===== src/rtl/gpio_irq_pkg.sv =====
package gpio_irq_pkg;
  localparam int unsigned REG_AW = 3;

  typedef enum logic [REG_AW-1:0] {
    ADDR_ENABLE = 3'd0,
    ADDR_MODE   = 3'd1,
    ADDR_POL    = 3'd2,
    ADDR_ANY    = 3'd3,
    ADDR_PEND   = 3'd4,
    ADDR_INPUT  = 3'd5
  } reg_addr_e;
endpackage


===== src/rtl/gpio_irq_sync.sv =====
module gpio_irq_sync #(
  parameter int unsigned W = 32
) (
  input  logic         clk,
  input  logic         rst_n,
  input  logic [W-1:0] pin_i,
  output logic [W-1:0] sync_o,
  output logic [W-1:0] prev_o
);
  logic [W-1:0] meta_q, sync_q, prev_q;
  logic [W-1:0] meta_n, sync_n, prev_n;

  always_comb begin
    meta_n = pin_i;
    sync_n = meta_q;
    prev_n = sync_q;
  end

  always_ff @(posedge clk or negedge rst_n) begin
    if (!rst_n) begin
      meta_q <= '0;
      sync_q <= '0;
      prev_q <= '0;
    end else begin
      meta_q <= meta_n;
      sync_q <= sync_n;
      prev_q <= prev_n;
    end
  end

  assign sync_o = sync_q;
  assign prev_o = prev_q;
endmodule


===== src/rtl/gpio_irq_detect.sv =====
module gpio_irq_detect #(
  parameter int unsigned W = 32
) (
  input  logic [W-1:0] sync_i,
  input  logic [W-1:0] prev_i,
  input  logic [W-1:0] mode_i,
  input  logic [W-1:0] pol_i,
  input  logic [W-1:0] any_i,
  output logic [W-1:0] evt_o
);
  for (genvar p = 0; p < W; p++) begin : g_pin
    logic rise, fall, lvl_hit, edge_hit;
    always_comb begin
      rise     = sync_i[p] & ~prev_i[p];
      fall     = ~sync_i[p] & prev_i[p];
      lvl_hit  = (sync_i[p] == pol_i[p]);
      if (any_i[p])
        edge_hit = rise | fall;
      else if (pol_i[p])
        edge_hit = rise;
      else
        edge_hit = fall;
      evt_o[p] = mode_i[p] ? lvl_hit : edge_hit;
    end
  end
endmodule


===== src/rtl/gpio_irq_regs.sv =====
module gpio_irq_regs
  import gpio_irq_pkg::*;
#(
  parameter int unsigned W = 32
) (
  input  logic              clk,
  input  logic              rst_n,
  input  logic              we_i,
  input  logic [REG_AW-1:0] addr_i,
  input  logic [W-1:0]      wdata_i,
  output logic [W-1:0]      rdata_o,
  input  logic [W-1:0]      evt_i,
  input  logic [W-1:0]      sync_i,
  output logic [W-1:0]      en_o,
  output logic [W-1:0]      mode_o,
  output logic [W-1:0]      pol_o,
  output logic [W-1:0]      any_o,
  output logic [W-1:0]      pend_o
);
  logic [W-1:0] en_q, mode_q, pol_q, any_q, pend_q;
  logic [W-1:0] en_n, mode_n, pol_n, any_n, pend_n;
  logic [W-1:0] clr;
  logic [W-1:0] hit;

  always_comb begin
    en_n   = en_q;
    mode_n = mode_q;
    pol_n  = pol_q;
    any_n  = any_q;
    clr    = '0;
    if (we_i) begin
      case (addr_i)
        ADDR_ENABLE: en_n   = wdata_i;
        ADDR_MODE:   mode_n = wdata_i;
        ADDR_POL:    pol_n  = wdata_i;
        ADDR_ANY:    any_n  = wdata_i;
        ADDR_PEND:   clr    = wdata_i;
        default:     ;
      endcase
    end
    hit    = evt_i & en_q;
    pend_n = (pend_q & ~clr) | hit;
  end

  always_ff @(posedge clk or negedge rst_n) begin
    if (!rst_n) begin
      en_q   <= '0;
      mode_q <= '0;
      pol_q  <= '0;
      any_q  <= '0;
      pend_q <= '0;
    end else begin
      en_q   <= en_n;
      mode_q <= mode_n;
      pol_q  <= pol_n;
      any_q  <= any_n;
      pend_q <= pend_n;
    end
  end

  always_comb begin
    case (addr_i)
      ADDR_ENABLE: rdata_o = en_q;
      ADDR_MODE:   rdata_o = mode_q;
      ADDR_POL:    rdata_o = pol_q;
      ADDR_ANY:    rdata_o = any_q;
      ADDR_PEND:   rdata_o = pend_q;
      ADDR_INPUT:  rdata_o = sync_i;
      default:     rdata_o = '0;
    endcase
  end

  assign en_o   = en_q;
  assign mode_o = mode_q;
  assign pol_o  = pol_q;
  assign any_o  = any_q;
  assign pend_o = pend_q;

  // a configuration write is held afterwards
  a_r2_enable_written: assert property (@(posedge clk) disable iff (!rst_n)
    (we_i && addr_i == ADDR_ENABLE) |=> (en_q == $past(wdata_i)));
  a_r2_mode_written: assert property (@(posedge clk) disable iff (!rst_n)
    (we_i && addr_i == ADDR_MODE) |=> (mode_q == $past(wdata_i)));

  // a disabled, clear flag cannot become set
  a_r7_disabled_no_set: assert property (@(posedge clk) disable iff (!rst_n)
    (|(~en_q & ~pend_q)) |=> ((pend_q & $past(~en_q & ~pend_q)) == '0));

  // a cleared bit without an enabled event drops
  a_r8_clear_drops: assert property (@(posedge clk) disable iff (!rst_n)
    (|(clr & ~(evt_i & en_q))) |=> ((pend_q & $past(clr & ~(evt_i & en_q))) == '0));

  // bits not written as 1 keep their set state
  a_r8_zero_keeps: assert property (@(posedge clk) disable iff (!rst_n)
    (|(pend_q & ~clr)) |=> ((pend_q & $past(pend_q & ~clr)) == $past(pend_q & ~clr)));

  // an enabled event always leaves its flag set
  a_r9_event_wins: assert property (@(posedge clk) disable iff (!rst_n)
    (|(evt_i & en_q)) |=> ((pend_q & $past(evt_i & en_q)) == $past(evt_i & en_q)));
endmodule


===== src/rtl/gpio_irq_lines.sv =====
module gpio_irq_lines #(
  parameter int unsigned W      = 32,
  parameter int unsigned NLINES = 2
) (
  input  logic [W-1:0]      pend_i,
  input  logic [W-1:0]      en_i,
  output logic [NLINES-1:0] irq_o
);
  localparam int unsigned GRP = W / NLINES;

  logic [W-1:0] live;
  assign live = pend_i & en_i;

  for (genvar l = 0; l < NLINES; l++) begin : g_line
    assign irq_o[l] = |live[l*GRP +: GRP];
  end
endmodule


===== src/rtl/gpio_irq_detector.sv =====
module gpio_irq_detector
  import gpio_irq_pkg::*;
#(
  parameter int unsigned NPINS  = 32,
  parameter int unsigned NLINES = 2
) (
  input  logic              clk,
  input  logic              rst_ni,
  input  logic [NPINS-1:0]  pin_i,
  input  logic              bus_we_i,
  input  logic [REG_AW-1:0] bus_addr_i,
  input  logic [NPINS-1:0]  bus_wdata_i,
  output logic [NPINS-1:0]  bus_rdata_o,
  output logic [NLINES-1:0] irq_o
);
  logic rst_meta_q, rst_sync_q;

  always_ff @(posedge clk or negedge rst_ni) begin
    if (!rst_ni) begin
      rst_meta_q <= 1'b0;
      rst_sync_q <= 1'b0;
    end else begin
      rst_meta_q <= 1'b1;
      rst_sync_q <= rst_meta_q;
    end
  end

  logic [NPINS-1:0] sync, prev, evt;
  logic [NPINS-1:0] en, mode, pol, any, pend;

  gpio_irq_sync #(.W(NPINS)) u_sync (
    .clk    (clk),
    .rst_n  (rst_sync_q),
    .pin_i  (pin_i),
    .sync_o (sync),
    .prev_o (prev)
  );

  gpio_irq_detect #(.W(NPINS)) u_detect (
    .sync_i (sync),
    .prev_i (prev),
    .mode_i (mode),
    .pol_i  (pol),
    .any_i  (any),
    .evt_o  (evt)
  );

  gpio_irq_regs #(.W(NPINS)) u_regs (
    .clk     (clk),
    .rst_n   (rst_sync_q),
    .we_i    (bus_we_i),
    .addr_i  (bus_addr_i),
    .wdata_i (bus_wdata_i),
    .rdata_o (bus_rdata_o),
    .evt_i   (evt),
    .sync_i  (sync),
    .en_o    (en),
    .mode_o  (mode),
    .pol_o   (pol),
    .any_o   (any),
    .pend_o  (pend)
  );

  gpio_irq_lines #(.W(NPINS), .NLINES(NLINES)) u_lines (
    .pend_i (pend),
    .en_i   (en),
    .irq_o  (irq_o)
  );

  // request lines stay low while the pending word is empty
  a_r1_quiet_when_empty: assert property (@(posedge clk) disable iff (!rst_sync_q)
    (pend == '0) |-> (irq_o == '0));
endmodule


===== config.mk =====
export PLATFORM = sky130hd
export DESIGN_NAME = gpio_irq_detector
export DESIGN_NICKNAME = d
export VERILOG_FILES = /design/src/rtl/gpio_irq_pkg.sv /design/src/rtl/gpio_irq_sync.sv /design/src/rtl/gpio_irq_detect.sv /design/src/rtl/gpio_irq_regs.sv /design/src/rtl/gpio_irq_lines.sv /design/src/rtl/gpio_irq_detector.sv
export SDC_FILE = /design/constraint.sdc
export NUM_CORES = 1
export LEC_CHECK = 0
export ABC_AREA = 0
export BUFFER_PORTS_ARGS = -buffer_cell sky130_fd_sc_hd__buf_2
export CELL_PAD_IN_SITES_DETAIL_PLACEMENT = 0
export CELL_PAD_IN_SITES_GLOBAL_PLACEMENT = 2
export CORE_MARGIN = 1
export CORE_UTILIZATION = 35
export CTS_CLUSTER_DIAMETER = 40
export CTS_CLUSTER_SIZE = 8
export DETAILED_ROUTE_END_ITERATION = 8
export GPL_TIMING_DRIVEN = 0
export PLACE_DENSITY = 0.78
export SLEW_MARGIN = 10
export SYNTH_ARGS = -nofsm -noshare
export SYNTH_HDL_FRONTEND = slang
export SYNTH_SLANG_ARGS = --single-unit

===== constraint.sdc =====
create_clock -name clk -period 9.55 [get_ports clk]
set_input_delay 0.955 -clock clk [delete_from_list [all_inputs] [get_ports clk]]
set_output_delay 0.955 -clock clk [all_outputs]
set_load 0.02 [all_outputs]

=== After elaboration in Yosys (flattened, before gate mapping) ===
Index checks and enable logic that the tools add are counted.

* Add/sub/neg operators: 0
* $mul: 0
* Divide/modulo/power cells: 0
* Order comparisons: 0
* Eq/ne operators: 37
* Shift-type cells: 0
* Mux-type cells: 99
* Bitwise operators: 165
* Reductions and logical operators: 7

{| class="wikitable"
|+ Operators by type and width
! cell !! number
|-
| 32-bit one-hot mux with 6 select lines || 1
|-
| 32-bit AND || 3
|-
| 1-bit 2-to-1 mux || 96
|-
| 1-bit AND || 64
|-
| 32-bit 2-to-1 mux || 2
|-
| 1-bit NOT || 64
|-
| 1-bit equality test || 32
|-
| 32-bit NOT || 1
|-
| 1-bit OR || 32
|-
| 32-bit OR || 1
|-
| 16-bit OR reduction || 2
|-
| 2-bit AND reduction || 4
|-
| 3-bit by 2-bit equality test with 1-bit output, second input constant || 2
|-
| 3-bit equality test, second input constant || 2
|-
| 3-bit by 1-bit equality test with 1-bit output, second input constant || 1
|-
| 3-bit zero test || 1
|}

* Register bits after elaboration: 258
* Latch bits: 0
* Bits in writable memories: 0
* Bits in read-only memories: 0
* Output and inout bits: 34
* Logic and storage cells: 318
* Memories: 0

=== Logic depth before layout (Yosys ltp) ===
Gate-level depths: netlist of the first run.

* Depth after elaboration: 7
* Depth in mapped cells: 5

=== Cells and area by module ===
A second synthesis of the first run with hierarchy kept.

* Cell total of the unflattened synthesis: 1,048
* Area total of the unflattened synthesis: 12,607.1 µm²

{| class="wikitable"
|+ By module, submodules not included
! module !! times used !! cells an instance !! area an instance (µm²)
|-
| gpio_irq_regs || 1 || 611 || 7,706.1
|-
| gpio_irq_sync || 1 || 96 || 2,402.3
|-
| gpio_irq_detect || 1 || 320 || 2,242.2
|-
| gpio_irq_lines || 1 || 18 || 202.7
|-
| gpio_irq_detector || 1 || 3 || 53.8
|}

=== Worst setup path before layout of the first run ===
OpenSTA, ideal clock, no wires.

* Kind: input to output
* Start: input bus_addr_i[0]
* End: output bus_rdata_o[12]
* Arrival: 1.960 ns
* Data required time: 8.595 ns
* Setup slack: 6.635 ns
* Cell stages on the path: 5
* Cells stage by stage: nor3_1 buf_2 buf_1 a22oi_1 nand3_1

* Longest elaborated chain between the ends: 2

{| class="wikitable"
|+ Ends and longest elaborated chain
! element !! RTL line !! text
|-
| start, declared || gpio_irq_detector.sv:11 || <nowiki>input logic [REG_AW-1:0] bus_addr_i,</nowiki>
|-
| 3-bit equality test, or another cell as far along || gpio_irq_regs.sv:62 || <nowiki>case (addr_i)</nowiki>
|-
| 32-bit one-hot mux with 6 select lines * || gpio_irq_regs.sv:62 ||
|-
| end, declared || gpio_irq_detector.sv:13 || <nowiki>output logic [NPINS-1:0] bus_rdata_o,</nowiki>
|}

Mark *: on every way between the ends. The rest lies on a longest branch, timed or not.

=== Worst setup path after layout of the first run ===
* Start: input bus_addr_i[0]
* End: output bus_rdata_o[17]

The elaborated chain is that of the path after synthesis.

==> metrics.cfg, run 1 <==
[run_status]
outcome=complete, no violations

[power]
power_per_cell_area_nw_per_um2=236
vdd_drop_max_v=0.000147
report.power.total_mw=3.44
leakage_nw=6.64

[yosys]
synthesis.instances=1037
yosysWarningCount=0
yosys.cell_types.count=25
synthesis.nets=1171
synth_sequential_area_ratio=0.538
netlist_area_sq_um=12000
ys_ff_latch=258
syn-mean-instance-area_sq_um=11.6

[grt]
grt_first_pass_wirelength_mm=51.9
first_global_vias=8789
antenna_found_initial=5
track_usage=0.195
globalRoute.totalOverflow=0
grt_max_degree=62

[layout]
layout-area-overhead-vs-synth_pct=21.5
final-instance-count-excl-fill=1661
layout.cell_area.non_filler_sq_um=14600
nNetsFinal=1323
finalCoreUtilization=0.433
post_route_cells_drive_above_1_share=0.178

[critical_path]
setup.worst_path.class=input port to output port
critPathMostFrequentCell=buf_2
largest_stage_delay_on_the_critical_path_ns=0.91
data_arrival_time_of_the_critical_path_ns=3.15
critical-path-slowest-cell=clkbuf_1
cp_cell_sequence=buf_2, nor3_1, buf_2, clkbuf_1, a22oi_1, nand3_1, buf_2
worstSetupEndpointType=output port
required_ns=8.60
worst_setup_path_start_kind=input port
path_max_fanout=10

[timing]
fin_tns_setup_ns=0
clock_skew_ns=0.00833
hold_violation_total_from_the_final_report=0
report.final.setup_viol=0
final.period_utilization=0.430
drv_slew=0
slew-limit-headroom=0.196
max_clock_freq_mhz=244
period_needed_ns=4.11
rsz0062_at_grt=false
setup_slack_ns=5.44
worst_hold_slack_ns=0.199
tightest_slew_ns=1.21

[placed_design]
routabilityCongestion=0.774
dpl-instance-area_sq_um=13200
portBuffers=102
place.detailed.hpwl_mm=21.7
dp_worst_setup_slack_ns=5.51
placedCellCount=1591

[route]
via_per_inst=5.23
drc=0
detailedRoute.firstPassIterationCount=5
routed_wire_length_per_instance_um=20.0
ant_nets=0
first_iter_violations=630
num_vias=8694
route.final.wire_length_mm=33.3

[die]
fp.coreArea_sq_um=33600
rows=67
die_width_um=187
die_height_um=187
io_pins=104
dieArea_sq_um=35000
initial_standard_cell_utilization_of_the_core=0.357

[cts]
ctsLongestPathBuffers=3
post_cts_resized=0
cts_max_level=2
numCtsBuffers=44
root_buffer=clkbuf_16
clock-sinks=258
clk_pin_slew_ns=0.05
worst_skew_pair.late_latency_ns=0.53
tritoncts=done
cts_hold_buf=0
post_cts.repair.setup_buffers=0

[min_path]
hp-class=input port to async pin

[run]
max-cap-violations=0

==> placed cells by master (no fill, tap or decap), types with 2 or more instances in the layout <==
| cell | count |
|---|---|
| clkbuf_16 | 45 |
| buf_2 | 110 |
| clkbuf_8 | 6 |
| inv_1 | 128 |
| dfrtp_1 | 257 |
| bufinv_16 | 4 |
| a22o_1 | 8 |
| mux2_2 | 30 |
| nand4_1 | 2 |
| nand3_1 | 96 |
| clkinv_2 | 5 |
| o311ai_1 | 32 |
| buf_16 | 4 |
| o21ai_1 | 64 |
| a22oi_1 | 96 |
| diode_2 | 2 |
| ha_1 | 64 |
| nand2_1 | 33 |
| buf_4 | 6 |
| and2_1 | 3 |
| buf_1 | 10 |
| o21ai_0 | 32 |
| and3b_1 | 2 |
| mux2_1 | 98 |
| nor3b_2 | 3 |
| xnor2_1 | 32 |
| clkbuf_1 | 28 |
| a221oi_1 | 8 |
==> flip-flops by register name, summed over array words and instances (netlist names) <==
name	flops
u_regs.pend_o	32
u_sync.sync_o	32
u_sync.meta_q	32
u_sync.prev_o	32
rst_meta_q	1
rst_sync_q	1
u_regs.mode_o	32
u_regs.pol_o	32
u_regs.any_o	32
u_regs.en_o	32
==> worst max-delay path, delay by kind of cell <==
kind            cells  cell delay [ns]
simple gates        2             0.39
compound gates      1             0.23
buf+inv             4             1.57
==> power by group <==
group          internal [mW]  leakage (nW)  total, mW  switching, mW
combinational          0.227          2.96      0.474          0.247
sequential              1.27          2.99       1.46          0.188
clock                  0.997         0.682       1.51          0.508
total                   2.49          6.64       3.44          0.943
==> layer usage <==
| metal | GRT usage | wire length [um] | vias up |
|---|---|---|---|
| li1 | - | - | 4011 |
| met1 | 0.272 | 15400 | 4345 |
| met2 | 0.301 | 15000 | 269 |
| met3 | 0.0420 | 2080 | 63 |
| met4 | 0.0605 | 709 | 6 |
| met5 | 0 | 26 | - |
==> cell families after synthesis <==
family / after synthesis / synth area share
AOI/OAI and AO/OA: 240 / 0.135
xor gates and xnor gates: 32 / 0.0234
adders and majority gates: 64 / 0.0668
buffers and inverters: 173 / 0.0569
DFF: 258 / 0.538
muxes: 128 / 0.120
other: 1 / 0.000313
and+or+nand+nor: 141 / 0.0589
==> layout make-up <==
type,count,area (sq um)
Antenna cell,2,5.00
Buffer,45,201
Clock buffer,58,1230
Clock inverter,10,153
Fill cell,3151,19000
Inverter,128,480
Multi-Input combinational cell,606,4850
Sequential cell,258,6460
Tap cell,448,561
Timing Repair Buffer,106,621
==> cells in the mapped netlist, drive strengths merged <==
library cell	count	area [sq um]
a221oi	8	70.1
a22o	8	70.1
a22oi	96	721
and2	3	18.8
and3b	2	17.5
buf	24	123
clkbuf	21	78.8
conb	1	3.75
dfrtp	258	6460
ha	64	801
inv	128	480
mux2	128	1440
nand2	33	124
nand3	96	480
nand4	2	12.5
nand4bb	1	11.3
nor3	1	5.00
nor3b	3	37.5
o21ai	96	480
o311ai	32	280
xnor2	32	280
==> path summary, 6_finish.rpt <==
kind	from	to	slack (ns)	depth (start not counted)
max	bus_addr_i[0]	bus_rdata_o[17]	5.44	7
min	rst_ni	rst_sync_q	0.20	1
max reg2reg	rst_sync_q	u_sync.sync_o[12]	8.10	2
min reg2reg	u_sync.meta_q[2]	u_sync.sync_o[2]	0.34	0
max in group asynchronous	rst_sync_q	u_sync.sync_o[12]	8.10	2
min in group clk	u_sync.meta_q[2]	u_sync.sync_o[2]	0.34	0
Note: power is estimated with default switching activity, not from simulation.
==> run 2, diff against run 1 <==
==> constraint.sdc (replaced) <==
create_clock -name clk -period 3.9 [get_ports clk]
set_input_delay 0.39 -clock clk [delete_from_list [all_inputs] [get_ports clk]]
set_output_delay 0.39 -clock clk [all_outputs]
set_load 0.02 [all_outputs]
==> metrics.cfg, run 2 (same netlist as run 1, synthesis figures left out) <==
[run_status]
outcome=complete, no violations

[timing]
max_clock_freq_mhz=345
rsz0062_at_grt=false
fin_tns_setup_ns=0
hold_violation_total_from_the_final_report=0
clock_skew_ns=0.0191
drv_slew=0
period_needed_ns=2.89
slew-limit-headroom=0.204
setup_slack_ns=1.01
report.final.setup_viol=0
final.period_utilization=0.742
tightest_slew_ns=1.19

[critical_path]
largest_stage_delay_on_the_critical_path_ns=0.93
critical_path_buf_inv_count=3
worstSetupEndpointType=output port
setup.worst_path.class=input port to output port
worst_setup_path_start_kind=input port
cp_cell_sequence=buf_2, nor3b_2, clkbuf_1, a22oi_1, nand3_1, buf_2
data_arrival_time_of_the_critical_path_ns=2.50
critPathMostFrequentCell=buf_2
critical-path-slowest-cell=clkbuf_1
path_max_fanout=10
required_ns=3.51
path_delay_family=buffers and inverters

[route]
num_vias=8883
via_per_inst=5.21
detailedRoute.firstPassIterationCount=5
ant_nets=0
first_iter_violations=495
route.final.wire_length_mm=33.2
routed_wire_length_per_instance_um=19.5
drc=0

[power]
vdd_drop_max_v=0.000316
leakage_nw=6.80
power_per_cell_area_nw_per_um2=566
report.power.total_mw=8.46

[run]
max-cap-violations=0

[grt]
antenna_found_initial=7
first_global_vias=8902
track_usage=0.194
grt_max_degree=61
globalRoute.totalOverflow=0
grt_first_pass_wirelength_mm=51.8

[layout]
nFillCells=3169
nNetsFinal=1359
layout_commonest_cell=dfrtp_1
final-instance-count-excl-fill=1704
post_route_cells_drive_above_1_share=0.177
layout.cell_area.non_filler_sq_um=15000
layout-area-overhead-vs-synth_pct=24.8
layout_common_cells=257 x dfrtp_1, 128 x inv_1, 110 x buf_2

[die]
rows=67
die_height_um=187
die_width_um=187
dieArea_sq_um=35000
initial_standard_cell_utilization_of_the_core=0.357
fp.coreArea_sq_um=33600
io_pins=104

[placed_design]
routabilityCongestion=0.796
place.detailed.hpwl_mm=21.9
dp_worst_setup_slack_ns=1.04
placedCellCount=1592
portBuffers=102
dpl-instance-area_sq_um=13200

[cts]
tritoncts=done
numCtsBuffers=46
clock-sinks=258
clk_pin_slew_ns=0.05
ctsLongestPathBuffers=3
root_buffer=clkbuf_16
worst_skew_pair.late_latency_ns=0.55
cts_max_level=2
post_cts_resized=0

[min_path]
hp-class=flip-flop to async pin

run 2: changes by cell type in the layout (fill, tap and decap cells not counted), moves of 2 or more:
cell           change
dlygate4sd3_1     +33
clkinv_4           +2
inv_6              +2
clkinv_2           +2
clkbuf_8           -2
diode_2            +2
run 2: metrics by stage:
stage | hold WS [ns] | util
floorplan | 0.0944 | -
global placement | 0.175 | 0.389
detailed placement | 0.107 | 0.393
CTS | 0.100 | 0.445
global route | 0.114 | 0.445
finish | 0.115 | 0.445
run 2: power by group:
part | switching (mW) | internal (mW)
sequential | 0.452 | 3.11
combinational | 0.617 | 0.580
clock | 1.29 | 2.41
total | 2.36 | 6.10
run 2: layer usage:
layer	vias up	global-route usage	wire length [um]
met1	4443	0.265	15100
met4	6	0.0612	825
li1	4099	-	-
met3	66	0.0448	2020
met2	269	0.303	15300
met5	-	0	30
run 2: final cells by class:
class | instances | area (sq um) | share of cell area
tap | 448 | 561 | 0.0375
sequential | 258 | 6460 | 0.432
buffer | 45 | 201 | 0.0135
clock buffer | 58 | 1240 | 0.0826
multi-input combinational | 606 | 4850 | 0.324
clock inverter | 17 | 191 | 0.0128
inverter | 128 | 480 | 0.0321
timing repair buffer | 140 | 971 | 0.0649
antenna | 4 | 10.0 | 0.000669
run 2: path summary, 6_finish.rpt:
| kind | start | to | slack, ns | depth (start not counted) |
|---|---|---|---|---|
| setup reg to reg | rst_sync_q | u_regs.pend_o[19] | 2.40 | 4 |
| hold reg to reg | rst_sync_q | u_sync.meta_q[24] | 0.11 | 0 |
| setup / recovery | bus_addr_i[1] | bus_rdata_o[5] | 1.01 | 6 |
| max in group asynchronous | rst_sync_q | u_regs.pend_o[19] | 2.40 | 4 |
| min in group clk | bus_wdata_i[2] | u_regs.any_o[2] | 0.12 | 2 |
| hold / removal | rst_sync_q | u_sync.meta_q[24] | 0.11 | 0 |
run 2: what timing repair did:
item	in CTS	in global routing
setup buffers	0	0
endpoints found under the setup margin	0	0
hold buffers	33	0
endpoints found under the hold margin	34	0
run 2: worst register-to-register path: cells and delay by family, from the launching register on:
| family | cells | cell delay (ns) |
|---|---|---|
| buffers and inverters | 4 | 1.17 |
| DFF | 1 | 0.44 |
==> run 3, diff against run 2 <==
==> constraint.sdc (replaced) <==
create_clock -name clk -period 2.85 [get_ports clk]
set_input_delay 0.285 -clock clk [delete_from_list [all_inputs] [get_ports clk]]
set_output_delay 0.285 -clock clk [all_outputs]
set_load 0.02 [all_outputs]
==> metrics.cfg, run 3 (same netlist as run 1, synthesis figures left out) <==
[min_path]
hp-class=input port to flip-flop

[grt]
grt_first_pass_wirelength_mm=51.8
track_usage=0.194
grt_max_degree=61
gr-usage-met1=0.265
first_global_vias=8908
globalRoute.totalOverflow=0
globalRouteMet2Util=0.303
antenna_found_initial=7
grt.met3_usage=0.0448
grt.busiest_layer=met2

[route]
drc=0
ant_nets=0
num_vias=8879
first_iter_violations=505
route.final.wire_length_mm=33.3
routed_wire_length_per_instance_um=19.5
detailedRoute.firstPassIterationCount=5
via_per_inst=5.21

[critical_path]
data_arrival_time_of_the_critical_path_ns=2.41
worst_setup_path_start_kind=input port
path_delay_family=buffers and inverters
cp_num_cells=6
r2r_endpoint=u_regs.pend_o[19]
r2r_cells=4
critPathMostFrequentCell=buf_2
reg2reg_slack_ns=1.35
crit_path_end=bus_rdata_o[4]
path_max_fanout=10
setup.worst_path.class=input port to output port
critical_path_buf_inv_count=3
critPathLaunch=bus_addr_i[1]
largest_stage_delay_on_the_critical_path_ns=0.94
worstSetupEndpointType=output port
cp_cell_sequence=buf_2, nor3b_2, clkbuf_1, a22oi_1, nand3_1, buf_2
critical-path-slowest-cell=clkbuf_1
worstReg2RegStart=rst_sync_q
required_ns=2.57

[timing]
worst_hold_slack_ns=0.0219
rsz0062_at_grt=false
final.period_utilization=0.944
report.final.setup_viol=0
tightest_slew_ns=1.20
hold_violation_total_from_the_final_report=0
clock_skew_ns=0.0193
period_needed_ns=2.69
slew-limit-headroom=0.199
fin_tns_setup_ns=0
drv_slew=0
max_clock_freq_mhz=372

[power]
report.power.total_mw=11.6
leakage_nw=6.80
vdd_drop_max_v=0.000433
power_per_cell_area_nw_per_um2=774

[cts]
post_cts.repair.setup_buffers=0
tritoncts=done
cts_max_level=2
clock-sinks=258
worst_skew_pair.late_latency_ns=0.55
numCtsBuffers=46
root_buffer=clkbuf_16
post_cts_resized=0
ctsLongestPathBuffers=3
cts_hold_buf=34
clk_pin_slew_ns=0.05

[layout]
layout_common_cells=257 x dfrtp_1, 128 x inv_1, 110 x buf_2
layout-area-overhead-vs-synth_pct=24.9
layout_commonest_cell=dfrtp_1
nNetsFinal=1360
post_route_cells_drive_above_1_share=0.177

[placed_design]
portBuffers=102
routabilityCongestion=0.796
place.detailed.hpwl_mm=21.9

[die]
io_pins=104
die_height_um=187
initial_standard_cell_utilization_of_the_core=0.357
die_width_um=187
dieArea_sq_um=35000
rows=67
fp.coreArea_sq_um=33600

[run]
max-cap-violations=0

[run_status]
outcome=complete, no violations

## run 3: cell types whose count changed in the layout (fill, tap and decap cells not counted)
cell           previous run  this run
dlygate4sd3_1            33        34
## run 3: worst min path at each step
stage / startpoint / endpoint / cells past startpoint / slack [ns]
2_1_floorplan: rst_ni / rst_meta_q / 0 / -0.01
3_3_place_gp: rst_ni / rst_meta_q / 1 / 0.07
3_5_place_dp: rst_ni / rst_meta_q / 1 / 0.07
4_1_cts: bus_wdata_i[4] / u_regs.any_o[4] / 2 / 0.0001
5_1_grt: bus_wdata_i[23] / u_regs.any_o[23] / 2 / 0.02
6_report: bus_wdata_i[4] / u_regs.any_o[4] / 2 / 0.02
## run 3: worst reg2reg max path: cells and delay by family, from the launching register on
| family | cells | cell delay [ns] |
|---|---|---|
| buffers and inverters | 4 | 1.18 |
| flip-flops | 1 | 0.44 |
## run 3: power by group
| group | internal, mW | total, mW | switching [mW] | leakage, nW |
|---|---|---|---|---|
| clock network | 3.30 | 5.08 | 1.78 | 0.699 |
| logic | 0.795 | 1.64 | 0.846 | 3.12 |
| registers | 4.25 | 4.87 | 0.618 | 2.99 |
## run 3: layout make-up
class | count | area [sq um]
Fill cell | 3168 | 18600
Sequential cell | 258 | 6460
Multi-Input combinational cell | 606 | 4850
Clock buffer | 58 | 1240
Timing Repair Buffer | 141 | 981
Tap cell | 448 | 561
Inverter | 128 | 480
Buffer | 45 | 201
Clock inverter | 17 | 191
Antenna cell | 4 | 10.0
## run 3: per-layer routing
metal | share of wire | up-vias
li1 | - | 4097
met1 | 0.45 | 4472
met2 | 0.46 | 245
met3 | 0.061 | 59
met4 | 0.024 | 6
met5 | 0.00090 | -
## run 3: through the flow
stage / std cells / instance area [sq um] / setup slack (ns) / util
after floorplan: 1037 / 12000 / 0.261 / -
after global placement: 1587 / 13100 / -0.787 / 0.389
after detailed placement: 1592 / 13200 / 0.203 / 0.393
after CTS: 1701 / 15000 / 0.193 / 0.445
after global routing: 1702 / 15000 / 0.0476 / 0.445
final: 1705 / 15000 / 0.159 / 0.445
